===== src/rtl/hufEncPkg.sv =====
`timescale 1ns/1ps
package hufEncPkg;
  localparam int SYM_W = 3;
  localparam int MAX_CODE_LEN = 6;
  localparam int LEN_W = $clog2(MAX_CODE_LEN + 1);

  // strobes from control to datapath
  typedef struct packed {
    logic append;      // add the current codeword
    logic drainByte;   // move the oldest full byte to the output register
    logic drainFinal;  // move the padded remainder as the last byte
  } dpCtrlT;
endpackage


===== src/rtl/hufCodeRom.sv =====
`timescale 1ns/1ps
module hufCodeRom
  import hufEncPkg::*;
(
  input  logic [SYM_W-1:0]        symIn,
  output logic [MAX_CODE_LEN-1:0] codeBits,
  output logic [LEN_W-1:0]        codeLen
);
  // values 0..3: (k zeros then a one); values 4..7: four zeros and a 2-bit tail
  always_comb begin
    if (!symIn[SYM_W-1]) begin
      codeLen  = LEN_W'(symIn[1:0]) + LEN_W'(1);
      codeBits = MAX_CODE_LEN'(1);
    end else begin
      codeLen  = LEN_W'(MAX_CODE_LEN);
      codeBits = {{(MAX_CODE_LEN-2){1'b0}}, symIn[1], ~symIn[0]};
    end
  end


  always_comb begin
    code_len_range_chk: assert (codeLen >= LEN_W'(1) && codeLen <= LEN_W'(MAX_CODE_LEN));
  end
endmodule


===== src/rtl/hufPackCtrl.sv =====
`timescale 1ns/1ps
module hufPackCtrl
  import hufEncPkg::*;
#(
  parameter int OUT_W = 8,
  parameter int CNT_W = 4
) (
  input  logic             clk,
  input  logic             rstN,
  input  logic             symValid,
  input  logic             flushIn,
  input  logic             byteReady,
  input  logic [CNT_W-1:0] pendCnt,
  output logic             symReady,
  output logic             byteValid,
  output dpCtrlT           dpCtrl
);
  localparam logic [CNT_W-1:0] OUT_CNT = CNT_W'(OUT_W);

  logic flushPend;
  logic outFree, fullPend, symAcc, flushAcc, flushOnlyExact;

  always_comb begin
    outFree        = !byteValid || byteReady;
    fullPend       = pendCnt >= OUT_CNT;
    symReady       = !flushPend && !(fullPend && !outFree);
    symAcc         = symValid && symReady;
    flushAcc       = flushIn && symReady;
    flushOnlyExact = flushAcc && !symValid && (pendCnt == OUT_CNT);

    dpCtrl.append     = symAcc;
    dpCtrl.drainByte  = outFree && (flushPend ? (pendCnt > OUT_CNT)
                                              : (fullPend && !flushOnlyExact));
    dpCtrl.drainFinal = outFree && flushPend && (pendCnt != '0) && (pendCnt <= OUT_CNT);
  end

  always_ff @(posedge clk) begin
    if (!rstN) begin
      flushPend <= 1'b0;
      byteValid <= 1'b0;
    end else begin
      if (dpCtrl.drainFinal)
        flushPend <= 1'b0;
      else if (flushAcc && (symValid || pendCnt != '0))
        flushPend <= 1'b1;

      if (dpCtrl.drainByte || dpCtrl.drainFinal)
        byteValid <= 1'b1;
      else if (byteReady)
        byteValid <= 1'b0;
    end
  end


  out_hold_chk: assert property (@(posedge clk) disable iff (!rstN)
    byteValid && !byteReady |=> byteValid);


  flush_blocks_input_chk: assert property (@(posedge clk) disable iff (!rstN)
    flushAcc && symValid |=> !symReady);
endmodule


===== src/rtl/hufPackDatapath.sv =====
`timescale 1ns/1ps
module hufPackDatapath
  import hufEncPkg::*;
#(
  parameter int OUT_W  = 8,
  parameter int ACC_W  = 13,
  parameter int CNT_W  = 4,
  parameter int BITS_W = 4
) (
  input  logic                    clk,
  input  logic                    rstN,
  input  dpCtrlT                  dpCtrl,
  input  logic [MAX_CODE_LEN-1:0] codeBits,
  input  logic [LEN_W-1:0]        codeLen,
  output logic [CNT_W-1:0]        pendCnt,
  output logic [OUT_W-1:0]        byteOut,
  output logic                    byteLast,
  output logic [BITS_W-1:0]       byteBits
);
  localparam logic [CNT_W-1:0] OUT_CNT = CNT_W'(OUT_W);

  logic [ACC_W-1:0] accReg, accNext;
  logic [CNT_W-1:0] cntMid, cntNext;
  logic [OUT_W-1:0] byteFull, byteTail;

  // pending bits sit right-justified; the oldest is at position pendCnt-1
  always_comb begin
    if (dpCtrl.drainByte)       cntMid = pendCnt - OUT_CNT;
    else if (dpCtrl.drainFinal) cntMid = '0;
    else                        cntMid = pendCnt;

    if (dpCtrl.append) begin
      accNext = (accReg << codeLen) | ACC_W'(codeBits);
      cntNext = cntMid + CNT_W'(codeLen);
    end else begin
      accNext = accReg;
      cntNext = cntMid;
    end

    byteFull = OUT_W'(accReg >> (pendCnt - OUT_CNT));
    byteTail = OUT_W'(accReg << (OUT_CNT - pendCnt));
  end

  always_ff @(posedge clk) begin
    if (!rstN) begin
      accReg   <= '0;
      pendCnt  <= '0;
      byteOut  <= '0;
      byteLast <= 1'b0;
      byteBits <= '0;
    end else begin
      accReg  <= accNext;
      pendCnt <= cntNext;
      if (dpCtrl.drainByte) begin
        byteOut  <= byteFull;
        byteLast <= 1'b0;
        byteBits <= BITS_W'(OUT_W);
      end else if (dpCtrl.drainFinal) begin
        byteOut  <= byteTail;
        byteLast <= 1'b1;
        byteBits <= BITS_W'(pendCnt);
      end
    end
  end


  acc_room_chk: assert property (@(posedge clk) disable iff (!rstN)
    pendCnt <= CNT_W'(ACC_W));


  one_drain_chk: assert property (@(posedge clk) disable iff (!rstN)
    !(dpCtrl.drainByte && dpCtrl.drainFinal));
endmodule


===== src/rtl/hufEncoder.sv =====
`timescale 1ns/1ps
module hufEncoder
  import hufEncPkg::*;
#(
  parameter  int OUT_W  = 8,
  localparam int BITS_W = $clog2(OUT_W + 1)
) (
  input  logic              clk,
  input  logic              rstN,
  input  logic              symValid,
  output logic              symReady,
  input  logic [SYM_W-1:0]  symIn,
  input  logic              flushIn,
  output logic              byteValid,
  input  logic              byteReady,
  output logic [OUT_W-1:0]  byteOut,
  output logic              byteLast,
  output logic [BITS_W-1:0] byteBits
);
  localparam int ACC_W = OUT_W + MAX_CODE_LEN - 1;
  localparam int CNT_W = $clog2(ACC_W + 1);

  dpCtrlT                  dpCtrl;
  logic [MAX_CODE_LEN-1:0] codeBits;
  logic [LEN_W-1:0]        codeLen;
  logic [CNT_W-1:0]        pendCnt;

  hufCodeRom uRom (
    .symIn   (symIn),
    .codeBits(codeBits),
    .codeLen (codeLen)
  );

  hufPackCtrl #(.OUT_W(OUT_W), .CNT_W(CNT_W)) uCtrl (
    .clk      (clk),
    .rstN     (rstN),
    .symValid (symValid),
    .flushIn  (flushIn),
    .byteReady(byteReady),
    .pendCnt  (pendCnt),
    .symReady (symReady),
    .byteValid(byteValid),
    .dpCtrl   (dpCtrl)
  );

  hufPackDatapath #(.OUT_W(OUT_W), .ACC_W(ACC_W), .CNT_W(CNT_W), .BITS_W(BITS_W)) uDp (
    .clk     (clk),
    .rstN    (rstN),
    .dpCtrl  (dpCtrl),
    .codeBits(codeBits),
    .codeLen (codeLen),
    .pendCnt (pendCnt),
    .byteOut (byteOut),
    .byteLast(byteLast),
    .byteBits(byteBits)
  );


  data_hold_chk: assert property (@(posedge clk) disable iff (!rstN)
    byteValid && !byteReady |=> $stable(byteOut) && $stable(byteLast));


  prompt_byte_chk: assert property (@(posedge clk) disable iff (!rstN)
    (pendCnt >= CNT_W'(OUT_W)) && !byteValid && !flushIn |=> byteValid);


  empty_flush_chk: assert property (@(posedge clk) disable iff (!rstN)
    flushIn && !symValid && symReady && !byteValid && pendCnt == '0 |=> !byteValid);


  full_count_chk: assert property (@(posedge clk) disable iff (!rstN)
    byteValid && !byteLast |-> byteBits == BITS_W'(OUT_W));


  last_count_chk: assert property (@(posedge clk) disable iff (!rstN)
    byteValid && byteLast |-> byteBits != '0 && byteBits <= BITS_W'(OUT_W));
endmodule


===== config.mk =====
export PLATFORM = sky130hd
export DESIGN_NAME = hufEncoder
export DESIGN_NICKNAME = d
export VERILOG_FILES = /design/src/rtl/hufEncPkg.sv /design/src/rtl/hufCodeRom.sv /design/src/rtl/hufPackCtrl.sv /design/src/rtl/hufPackDatapath.sv /design/src/rtl/hufEncoder.sv
export SDC_FILE = /design/constraint.sdc
export NUM_CORES = 1
export LEC_CHECK = 0
export ABC_AREA = 1
export ABC_CLOCK_PERIOD_IN_PS = 2500
export BUFFER_PORTS_ARGS = -buffer_cell sky130_fd_sc_hd__buf_2
export CORE_MARGIN = 2
export CORE_UTILIZATION = 54
export CTS_CLUSTER_SIZE = 8
export DETAILED_ROUTE_END_ITERATION = 10
export GPL_TIMING_DRIVEN = 1
export PLACE_DENSITY = 0.72
export SLEW_MARGIN = 10
export SYNTH_ARGS = -nofsm -noshare
export SYNTH_HDL_FRONTEND = slang
export SYNTH_HIERARCHICAL = 1
export SYNTH_SLANG_ARGS = --single-unit

===== constraint.sdc =====
create_clock -name clk -period 2.5 [get_ports clk]
set_clock_uncertainty 0.2 [all_clocks]
set_input_delay 0.125 -clock clk [delete_from_list [all_inputs] [get_ports clk]]
set_output_delay 0.125 -clock clk [all_outputs]
set_load 0.05 [all_outputs]

# --- Word level (Yosys, flattened, before mapping) ---
# Cells that the tools add are included.
word_totals:
  in_bits: 8
  elab_cells: 60
  register_bits: 32
  out_inout_bits: 15
classes:
  shifts: 3
  n_addsub: 4
  n_bitwise: 3
  eq_ne: 1
  order_cmp: 3
  muxes: 12
  n_reduce_logical: 26
ops:
  columns: ["op", "count"]
  rows:
  - ["4-bit two-way mux", 5]
  - ["8-bit two-way mux", 2]
  - ["13-bit by 2-bit bitwise OR with 13-bit output", 1]
  - ["13-bit by 3-bit << shifter with 13-bit output", 1]
  - ["13-bit by 4-bit << shifter with 8-bit output", 1]
  - ["13-bit by 4-bit right shift with 8-bit output", 1]
  - ["1-bit logical AND", 12]
  - ["1-bit zero test", 6]
  - ["4-bit by 3-bit adder with 4-bit output", 1]
  - ["4-bit == test (second input constant)", 1]
  - ["4-bit >= comparator (second input constant)", 1]
  - ["4-bit > comparator (second input constant)", 1]
  - ["4-bit less-or-equal comparator (second input constant)", 1]
  - ["2-bit nonzero test", 2]
  - ["4-bit nonzero test", 1]
  - ["2-bit OR reduction", 2]
  - ["4-bit subtractor (first input constant)", 1]
  - ["4-bit subtractor (second input constant)", 1]
  - ["2-bit by 1-bit adder with 3-bit output (second input constant)", 1]
  - ["1-bit logical OR", 3]
  - ["1-bit two-way mux", 3]
  - ["3-bit two-way mux", 1]
  - ["2-bit two-way mux", 1]
  - ["1-bit NOT", 2]

# --- Longest topological paths before layout ---
# Gate-level depths: netlist (run 1).
depth:
  ltp_word: 16
  ltp_mapped: 16
  depth_no_buf: 15

# --- Cells and area by module ---
# Netlist (run 1), hierarchy kept.
modules_own_cells:
  columns: ["mod", "instances", "area_each_um2", "seq_area_each_um2", "cells_each"]
  rows:
  - ["hufPackDatapath", 1, 2317.2, 600.6, 395]
  - ["hufPackCtrl", 1, 182.7, 40.0, 35]
  - ["hufCodeRom", 1, 80.1, 0.0, 15]

# --- Worst setup path after synthesis (run 1) ---
# No wires, ideal clock.
synth_timing:
  path_kind: "register to register"
  start: "reg uCtrl.byteValid"
  end: "reg uDp.pendCnt[1]"
  slack_ps: -167
  t_arrival_ps: 2350
  period_less_slack_ps: 2667
  setup_time_ps: 117
  stages_incl_launch_ff: 14
  t_required_ps: 2183
  n_path_buf: 1
  path_cell_list: "dfxtp_1 -> nand3_1 -> nand4_1 -> nand2_1 -> a21boi_1 -> buf_2 -> inv_1 -> nand2_1 -> inv_1 -> nor2_1 -> ha_1 -> fa_1 -> o21ai_0 -> nor2_1"
synth_rtl:
  columns: ["item", "line_no", "text"]
  rows:
  - ["start: declaration", "hufPackCtrl.sv:15", "output logic byteValid,"]
  - ["start signal: assignment", "hufPackCtrl.sv:40", "byteValid <= 1'b0;"]
  - ["start signal: assignment", "hufPackCtrl.sv:48", "byteValid <= 1'b1;"]
  - ["start signal: assignment", "hufPackCtrl.sv:50", "byteValid <= 1'b0;"]
  - ["end signal: assignment", "hufPackDatapath.sv:53", "pendCnt <= cntNext;"]
  - ["end: declaration", "hufPackDatapath.sv:15", "output logic [CNT_W-1:0] pendCnt,"]

==> results of run 1 <==
==> cell type report <==
cell class,instances,area (sq um),share of cell area
multi-input cells,338,1600,0.569
clock buffers,6,72.6,0.0258
flip-flops and latches,32,643,0.229
inverters,50,190,0.0676
well taps,54,67.6,0.0240
repair buffers,38,235,0.0836
clock inverters,1,5.00,0.00178
==> cell usage in the layout (no fill, tap or decap), drive strengths merged, types with 2 or more instances in the layout <==
| cell type | Yosys | layout |
|---|---|---|
| a211oi | 2 | 2 |
| a21boi | 2 | 2 |
| a21oi | 26 | 26 |
| buf | 22 | 36 |
| clkbuf | 6 | 6 |
| conb | 1 | 4 |
| dfxtp | 32 | 32 |
| dlygate4sd3 | 0 | 2 |
| ha | 5 | 5 |
| inv | 50 | 50 |
| nand2 | 122 | 122 |
| nand3 | 55 | 55 |
| nand4 | 4 | 4 |
| nor2 | 50 | 50 |
| nor3 | 9 | 9 |
| o211ai | 4 | 4 |
| o21ai | 41 | 41 |
| or2 | 3 | 3 |
| xnor2 | 2 | 2 |
==> metrics by stage <==
step                total power [mW]  worst slack, ns   util
floorplan                       1.97           0.0242      -
global placement                2.32            0.177  0.580
detailed placement              2.33           0.0676  0.580
CTS                             2.72           0.0464  0.601
global route                    2.99         -0.00536  0.603
finish                          2.74            0.107  0.603
==> what timing repair did <==
action,in CTS,in global routing
hold buffers,2,0
endpoints found under the hold margin,1,0
endpoints found under the setup margin,0,3
resized for setup,0,7
==> layer usage <==
layer / track usage / vias up / wire [um]
li1: - / 1465 / -
met4: 0.0926 / 0 / 115
met5: 0 / - / 0
met1: 0.358 / 1257 / 3310
met2: 0.470 / 68 / 3270
met3: 0.0401 / 10 / 275
==> worst reg2reg max path: cells and delay by family (launching register included) <==
| family | cells | cell delay [ns] |
|---|---|---|
| AO/OA/AOI/OAI | 1 | 0.23 |
| XOR/XNOR | 1 | 0.15 |
| adder cells (fa/ha/maj) | 2 | 0.57 |
| buffers and inverters | 2 | 0.21 |
| flip-flops | 1 | 0.32 |
| AND/OR/NAND/NOR | 6 | 0.62 |
==> cells by family (layout without fill, tap and decap cells) <==
family / after synthesis / in the layout / synth area share
DFF: 32 / 32 / 0.248
and+or+nand+nor: 246 / 246 / 0.400
xor gates and xnor gates: 3 / 3 / 0.0102
buffers and inverters: 78 / 95 / 0.141
other: 1 / 4 / 0.00145
AOI/OAI and AO/OA: 78 / 78 / 0.163
adders and majority gates: 6 / 6 / 0.0320
muxes: 1 / 1 / 0.00388
==> sequential cells by signal (all words and copies together) (netlist names) <==
signal / cells
uCtrl/flushPend: 1
uDp/byteLast: 1
uDp/byteBits: 4
uCtrl/byteValid: 1
uDp/accReg: 13
uDp/pendCnt: 4
uDp/byteOut: 8
==> where the power goes <==
group	internal (mW)	switching (mW)
combinational	0.510	1.12
sequential	0.636	0.0860
clock	0.189	0.194
==> worst paths after layout <==
kind	cells past startpoint	start	endpoint
max	12	uDp/pendCnt[1]	uDp/pendCnt[2]
min	3	rstN	uCtrl/byteValid
max reg2reg	12	uDp/pendCnt[1]	uDp/pendCnt[2]
min reg2reg	1	uDp/byteLast	uDp/byteLast
==> metrics, run 1 <==
TritonCTS clock tree=built; CP delay by family, top=simple AND/OR/NAND/NOR gates; share of layout cells above drive strength 1=0.114; post-synthesis cell type count=36; VDD IR max=0.460 mV; period utilization=0.957; DRT iter0 DRCs=252; gp weighted congestion=0.945; dpl cell area=0.00270 sq mm; leading post-synthesis cells by cell area=dfxtp_1 25%, nand2_1 18%, nand3_1 11%; Worst path most repeated cell=nand2_1; Clock Sink Count=32; Residual DRC=0; Buf/Inv on CP=2; Total Die Area=0.00535 sq mm; Tmin final=2.39 ns; GR Overflow Total=0; CP required=2.50 ns; detailed placement HPWL=5240 um; Slew @ Worst Pin=0.547 ns; critical path's slowest cell=fa_1; fmax=418 MHz; R2R Setup Slk=0.11 ns; Die X=73.1 um; Rel. slew slack=0.635; mapped cell area=0.00258 sq mm; Layout Cell Area excl Fill=0.00281 sq mm; WHS=0.000139 ns; startpoint type of the worst setup path=flip-flop; Slew Viols, Final=0; largest net degree at the start of global routing=24; synth warn=6; Max Cap Viol=0; maximum fanout along the worst path=4; Synth Flop Type=dfxtp_1; Detail Route Antenna Nets=0; final WL=6970 um; Initial Util=0.554; number of synthesized flops with an enable pin=0; vias in the first global route=2511; Lkg Pwr=1.41 nW; async set-reset flop share out of synthesis=0; clk_lat worst skew=0.29 ns; Synth top area share=0.248; cell taking the most area after synthesis=dfxtp_1; global-route wire length before repair=11600 um; row count=25; status=finished, final reports clean; TNS Setup=0 ns; Post-CTS Setup Inserts=0; drt pass-1 iters=5; # setup viols final=0; detailed-route vias per instance=5.39; Core Region=0.00466 sq mm; CP endpoint kind=flip-flop; chip height=73.1 um; Critical Path, Cell by Cell=nor2_2, nand2_1, nand2_1, nand3_1, inv_1, nand2_1, inv_2, nor2_2, ha_2, fa_1, xnor2_1, a211oi_1; crit-path max cell delay=0.39 ns; Data arrival, critical path=2.39 ns; fraction of the yosys area taken by sequential cells=0.248; total CTS buffers=5; io pins=23; nets=479; # fillers=486; # H-tree levels=2; crit path kind=reg2reg; # port buffers=22; post-route insts no fill=519; Antenna Cells=0; clock buffer depth=2; total track usage=0.277; Power Density=974 mW/mm^2; worst min-delay path category=in2reg; synthesized flop and latch total=32; root buffer cell=clkbuf_8; most frequent cell after synthesis=nand2_1; Post-Syn Instances=445; Final Hold Vio Count=0; Post-synth top cells=122 x nand2_1, 55 x nand3_1, 49 x inv_1, 49 x nor2_1, 38 x o21ai_0; wire per inst=13.4 um; placed cells=510; area growth from synthesis to layout=9.02%; Post-Syn Area per Cell=5.80 sq um; Worst-path clk slew=0.06 ns; vias=2800; initial antenna violation count=0
Power figures use the tool's default switching activity.
==> run 2, diff against run 1 <==
Settings changed: PLACE_DENSITY 0.72 to 0.73.
==> run 2 against run 1 <==
Net effect: fmax up 0.31%; routed wire length up 2.3%; highest routed layer unchanged; first-iteration DRC count down 1.6%; combinational power about the same; count of clock-buffer cells in the layout did not move.
==> metrics, run 2 (same netlist as run 1, synthesis figures left out) <==
status=finished, final reports clean; startpoint type of the worst setup path=flip-flop; CP required=2.48 ns; fmax=419 MHz; Max Cap Viol=0; max FFs per register=13; Slew Viols, Final=0; clock buffer depth=2; drt pass-1 iters=7; leading cell type in the layout, fill and taps excluded=nand2_1; area growth from synthesis to layout=9.21%; CP endpoint kind=flip-flop; io pins=23; Multi-input gate area=0.00160 sq mm; biggest registers after layout=uDp/accReg (13), uDp/byteOut (8); Power Density=970 mW/mm^2; worst min-delay path category=in2reg; Design Power=2.73 mW; VDD IR max=0.448 mV; clk_lat worst skew=0.28 ns; vias=2838; Slew @ Worst Pin=0.600 ns; DRT iter0 DRCs=248; crit path kind=reg2reg; wire per inst=13.7 um; detailed placement HPWL=5280 um; Data arrival, critical path=2.36 ns; Post-CTS Setup Inserts=0; Tmin final=2.39 ns; GR Overflow Total=0; Largest Register=uDp/accReg; Die X=73.1 um; gp weighted congestion=1.03; total track usage=0.278; vias in the first global route=2530; chip height=73.1 um; Detail Route Antenna Nets=0; # setup viols final=0; Residual DRC=0; row count=25; total CTS buffers=5; Rel. slew slack=0.600; Antenna Cells=0; # H-tree levels=2; root buffer cell=clkbuf_8; initial antenna violation count=0; register area=646 sq um; nets=479; period utilization=0.954; Core Region=0.00466 sq mm; TritonCTS clock tree=built; commonest cells after routing, fill and taps aside=122 x nand2_1, 54 x nand3_1, 49 x inv_1; post-route insts no fill=519; global-route wire length before repair=11700 um; # fillers=506; maximum fanout along the worst path=4; Initial Util=0.554; Total Die Area=0.00535 sq mm; Final Hold Vio Count=0; detailed-route vias per instance=5.47; share of layout cells above drive strength 1=0.112; Clock Sink Count=32; final WL=7130 um; largest net degree at the start of global routing=24; # port buffers=22; placed cells=510; Lkg Pwr=1.41 nW; Worst-path clk slew=0.07 ns
==> run 2: path summary, 6_finish.rpt <==
path	start	end	slack, ns	cells past startpoint
max	uDp/pendCnt[1]	uDp/pendCnt[2]	0.11	12
min	rstN	uCtrl/byteValid	0.03	3
max reg2reg	uDp/pendCnt[1]	uDp/pendCnt[2]	0.11	12
min reg2reg	uDp/byteLast	uDp/byteLast	0.28	1
==> run 2: per-stage QoR <==
stage | cell area (sq um) | util | TNS, ns | hold WS, ns | setup WS [ns]
floorplan | 2590 | - | 0 | 0.0268 | 0.0242
finish | 2820 | 0.605 | 0 | 0.0266 | 0.114
global placement | 2700 | 0.580 | 0 | 0.230 | 0.173
global route | 2820 | 0.605 | -0.00268 | 0.0425 | -0.00268
CTS | 2800 | 0.601 | 0 | 0.00344 | 0.0377
detailed placement | 2700 | 0.580 | 0 | 0.264 | 0.0494
==> run 2: timing repair <==
action	in CTS	in global routing
setup endpoints to repair	0	3
hold buffers	2	0
gates resized for setup	0	6
endpoints found under the hold margin	1	0
==> run 2: area by class of cell <==
class	instances	share of cell area
inverter	50	0.0675
timing repair buffer	38	0.0835
sequential	32	0.229
tap	54	0.0240
clock inverter	1	0.00178
multi-input combinational	338	0.568
clock buffer	6	0.0258
==> run 2: worst max-delay path, stage by stage, from the launching register on <==
cell	delay (ns)
dfxtp_1	0.32
nor2_2	0.14
nand2_1	0.06
nand2_1	0.12
nand3_1	0.12
inv_1	0.09
nand2_1	0.09
inv_1	0.15
nor2_2	0.07
ha_2	0.18
fa_1	0.38
xnor2_1	0.14
a211oi_1	0.25
==> run 2: power breakdown <==
group	internal [mW]	total [mW]	switching, mW
clock network	0.189	0.375	0.185
logic	0.509	1.63	1.12
registers	0.639	0.729	0.0901
total	1.34	2.73	1.40
==> run 2: metal layers <==
| metal | GRT usage | part of all wire |
|---|---|---|
| met1 | 0.368 | 0.45 |
| met2 | 0.483 | 0.48 |
| met3 | 0.0304 | 0.055 |
| met4 | 0.0638 | 0.014 |
| met5 | 0 | 0 |
==> run 3, diff against run 2 <==
Settings changed: CORE_ASPECT_RATIO set to 1.2, RECOVER_POWER set to 25.
==> run 3 against run 2 <==
Net effect: clock power is 13% higher; via count is 0.74% higher; total power is 1.0% higher; design area is 0.44% higher; largest cell class unchanged.
==> metrics, run 3 (same netlist as run 1, synthesis figures left out) <==
status=finished, final reports clean; clk_lat worst skew=0.28 ns; Tmin final=2.39 ns; post-route insts no fill=525; nets=480; Power Density=976 mW/mm^2; final worst slack=0.112 ns; Critical Path Stages=12; drt pass-1 iters=5; io pins=23; Max Cap Viol=0; vias in the first global route=2656; clock buffer depth=2; initial antenna violation count=0; critical path's slowest cell=dlygate4sd3_1; chip height=79.7 um; # H-tree levels=2; maximum fanout along the worst path=4; row count=27; Top Metal Used=met4; # fillers=478; Worst-path clk slew=0.07 ns; DRT iter0 DRCs=237; global-route wire length before repair=11800 um; Largest Register=uDp/accReg; VDD IR max=0.376 mV; CP required=2.47 ns; TritonCTS clock tree=built; total track usage=0.281; final core area utilization=0.616; # setup viols final=0; leading cell type in the layout, fill and taps excluded=nand2_1; gp weighted congestion=0.923; Total Die Area=0.00535 sq mm; crit path kind=in2reg; WHS Path Cells=3; pre-CTS WS=0.0728 ns; Critical Path, Cell by Cell=dlygate4sd3_1, buf_2, nand4_1, nand2_1, a21boi_2, inv_1, nand2_1, inv_1, nor2_1, fa_1, o21ai_0, nor2_1; Slew @ Worst Pin=0.599 ns; M1 WL=2990 um; area growth from synthesis to layout=9.70%; DR WL met2=3430 um; Lkg Pwr=1.38 nW; Rel. slew slack=0.600; Detail Route Antenna Nets=0; startpoint type of the worst setup path=primary input; R2R depth=11; final WL=7000 um; Core Region=0.00459 sq mm; vias=2859; detailed-route vias per instance=5.45; period utilization=0.955; placed cells=514; Data arrival, critical path=2.36 ns; max FFs per register=13; Design Power=2.76 mW; Initial Util=0.562; Buf/Inv on CP=4; biggest registers after layout=uDp/accReg (13), uDp/byteOut (8); Residual DRC=0; dpl cell area=0.00271 sq mm; Final Hold Vio Count=0; commonest cells after routing, fill and taps aside=122 x nand2_1, 54 x nand3_1, 49 x inv_1; wire per inst=13.3 um; met3 routed WL=406 um; CP endpoint kind=flip-flop; TNS Setup=0 ns; GR Overflow Total=0; worst min-delay path category=in2reg; crit-path max cell delay=0.55 ns; share of layout cells above drive strength 1=0.0899; largest net degree at the start of global routing=24; # port buffers=22; WHS=0.0239 ns; CP delay by family, top=buffers and inverters; total CTS buffers=5; Die X=67.1 um; Clock Sink Count=32; root buffer cell=clkbuf_8; Slew Viols, Final=0; detailed placement HPWL=5080 um; fmax=419 MHz; Antenna Cells=0; Layout Cell Area excl Fill=0.00283 sq mm
[run 3: cell types whose count changed in the layout (fill, tap and decap cells not counted)]
| cell | before | now |
|---|---|---|
| clkinv_2 | 1 | 0 |
| clkbuf_8 | 5 | 6 |
| dfxtp_2 | 1 | 2 |
| dfxtp_4 | 1 | 0 |
| buf_2 | 22 | 12 |
| dlygate4sd3_1 | 2 | 3 |
| clkbuf_1 | 1 | 12 |
[run 3: timing repair]
item	CTS	global route
endpoints found under the hold margin	2	0
gates resized for setup	0	5
buffers inserted	0	0
setup endpoints to repair	0	3
hold buffers	3	0
[run 3: layout make-up]
cell class	instances	area (sq um)	share of cell area
clock buffer	8	90.1	0.0318
inverter	50	190	0.0672
multi-input combinational	338	1600	0.566
sequential	32	643	0.227
tap	58	72.6	0.0256
timing repair buffer	39	233	0.0822
[run 3: worst min-delay path, delay by kind of cell]
kind,cells,cell delay (ns)
buf+inv,2,0.24
simple gates,1,0.10
[run 3: final timing paths]
kind,from,slack (ns),to
min,rstN,0.02,uDp/byteOut[0]
min reg2reg,uDp/byteLast,0.26,uDp/byteLast
max reg2reg,uDp/pendCnt[3],0.13,uDp/pendCnt[2]
max,flushIn,0.11,uDp/pendCnt[1]
[run 3: routing by layer]
| metal | vias to the layer above | global-route usage |
|---|---|---|
| met5 | - | 0 |
| met4 | 0 | 0.118 |
| met3 | 21 | 0.0437 |
| met2 | 102 | 0.484 |
| met1 | 1265 | 0.341 |
| li1 | 1471 | - |
[run 3: power by group]
part | internal, mW | switching [mW]
Sequential | 0.636 | 0.0938
Combinational | 0.493 | 1.11
Clock | 0.225 | 0.199
Total | 1.35 | 1.41
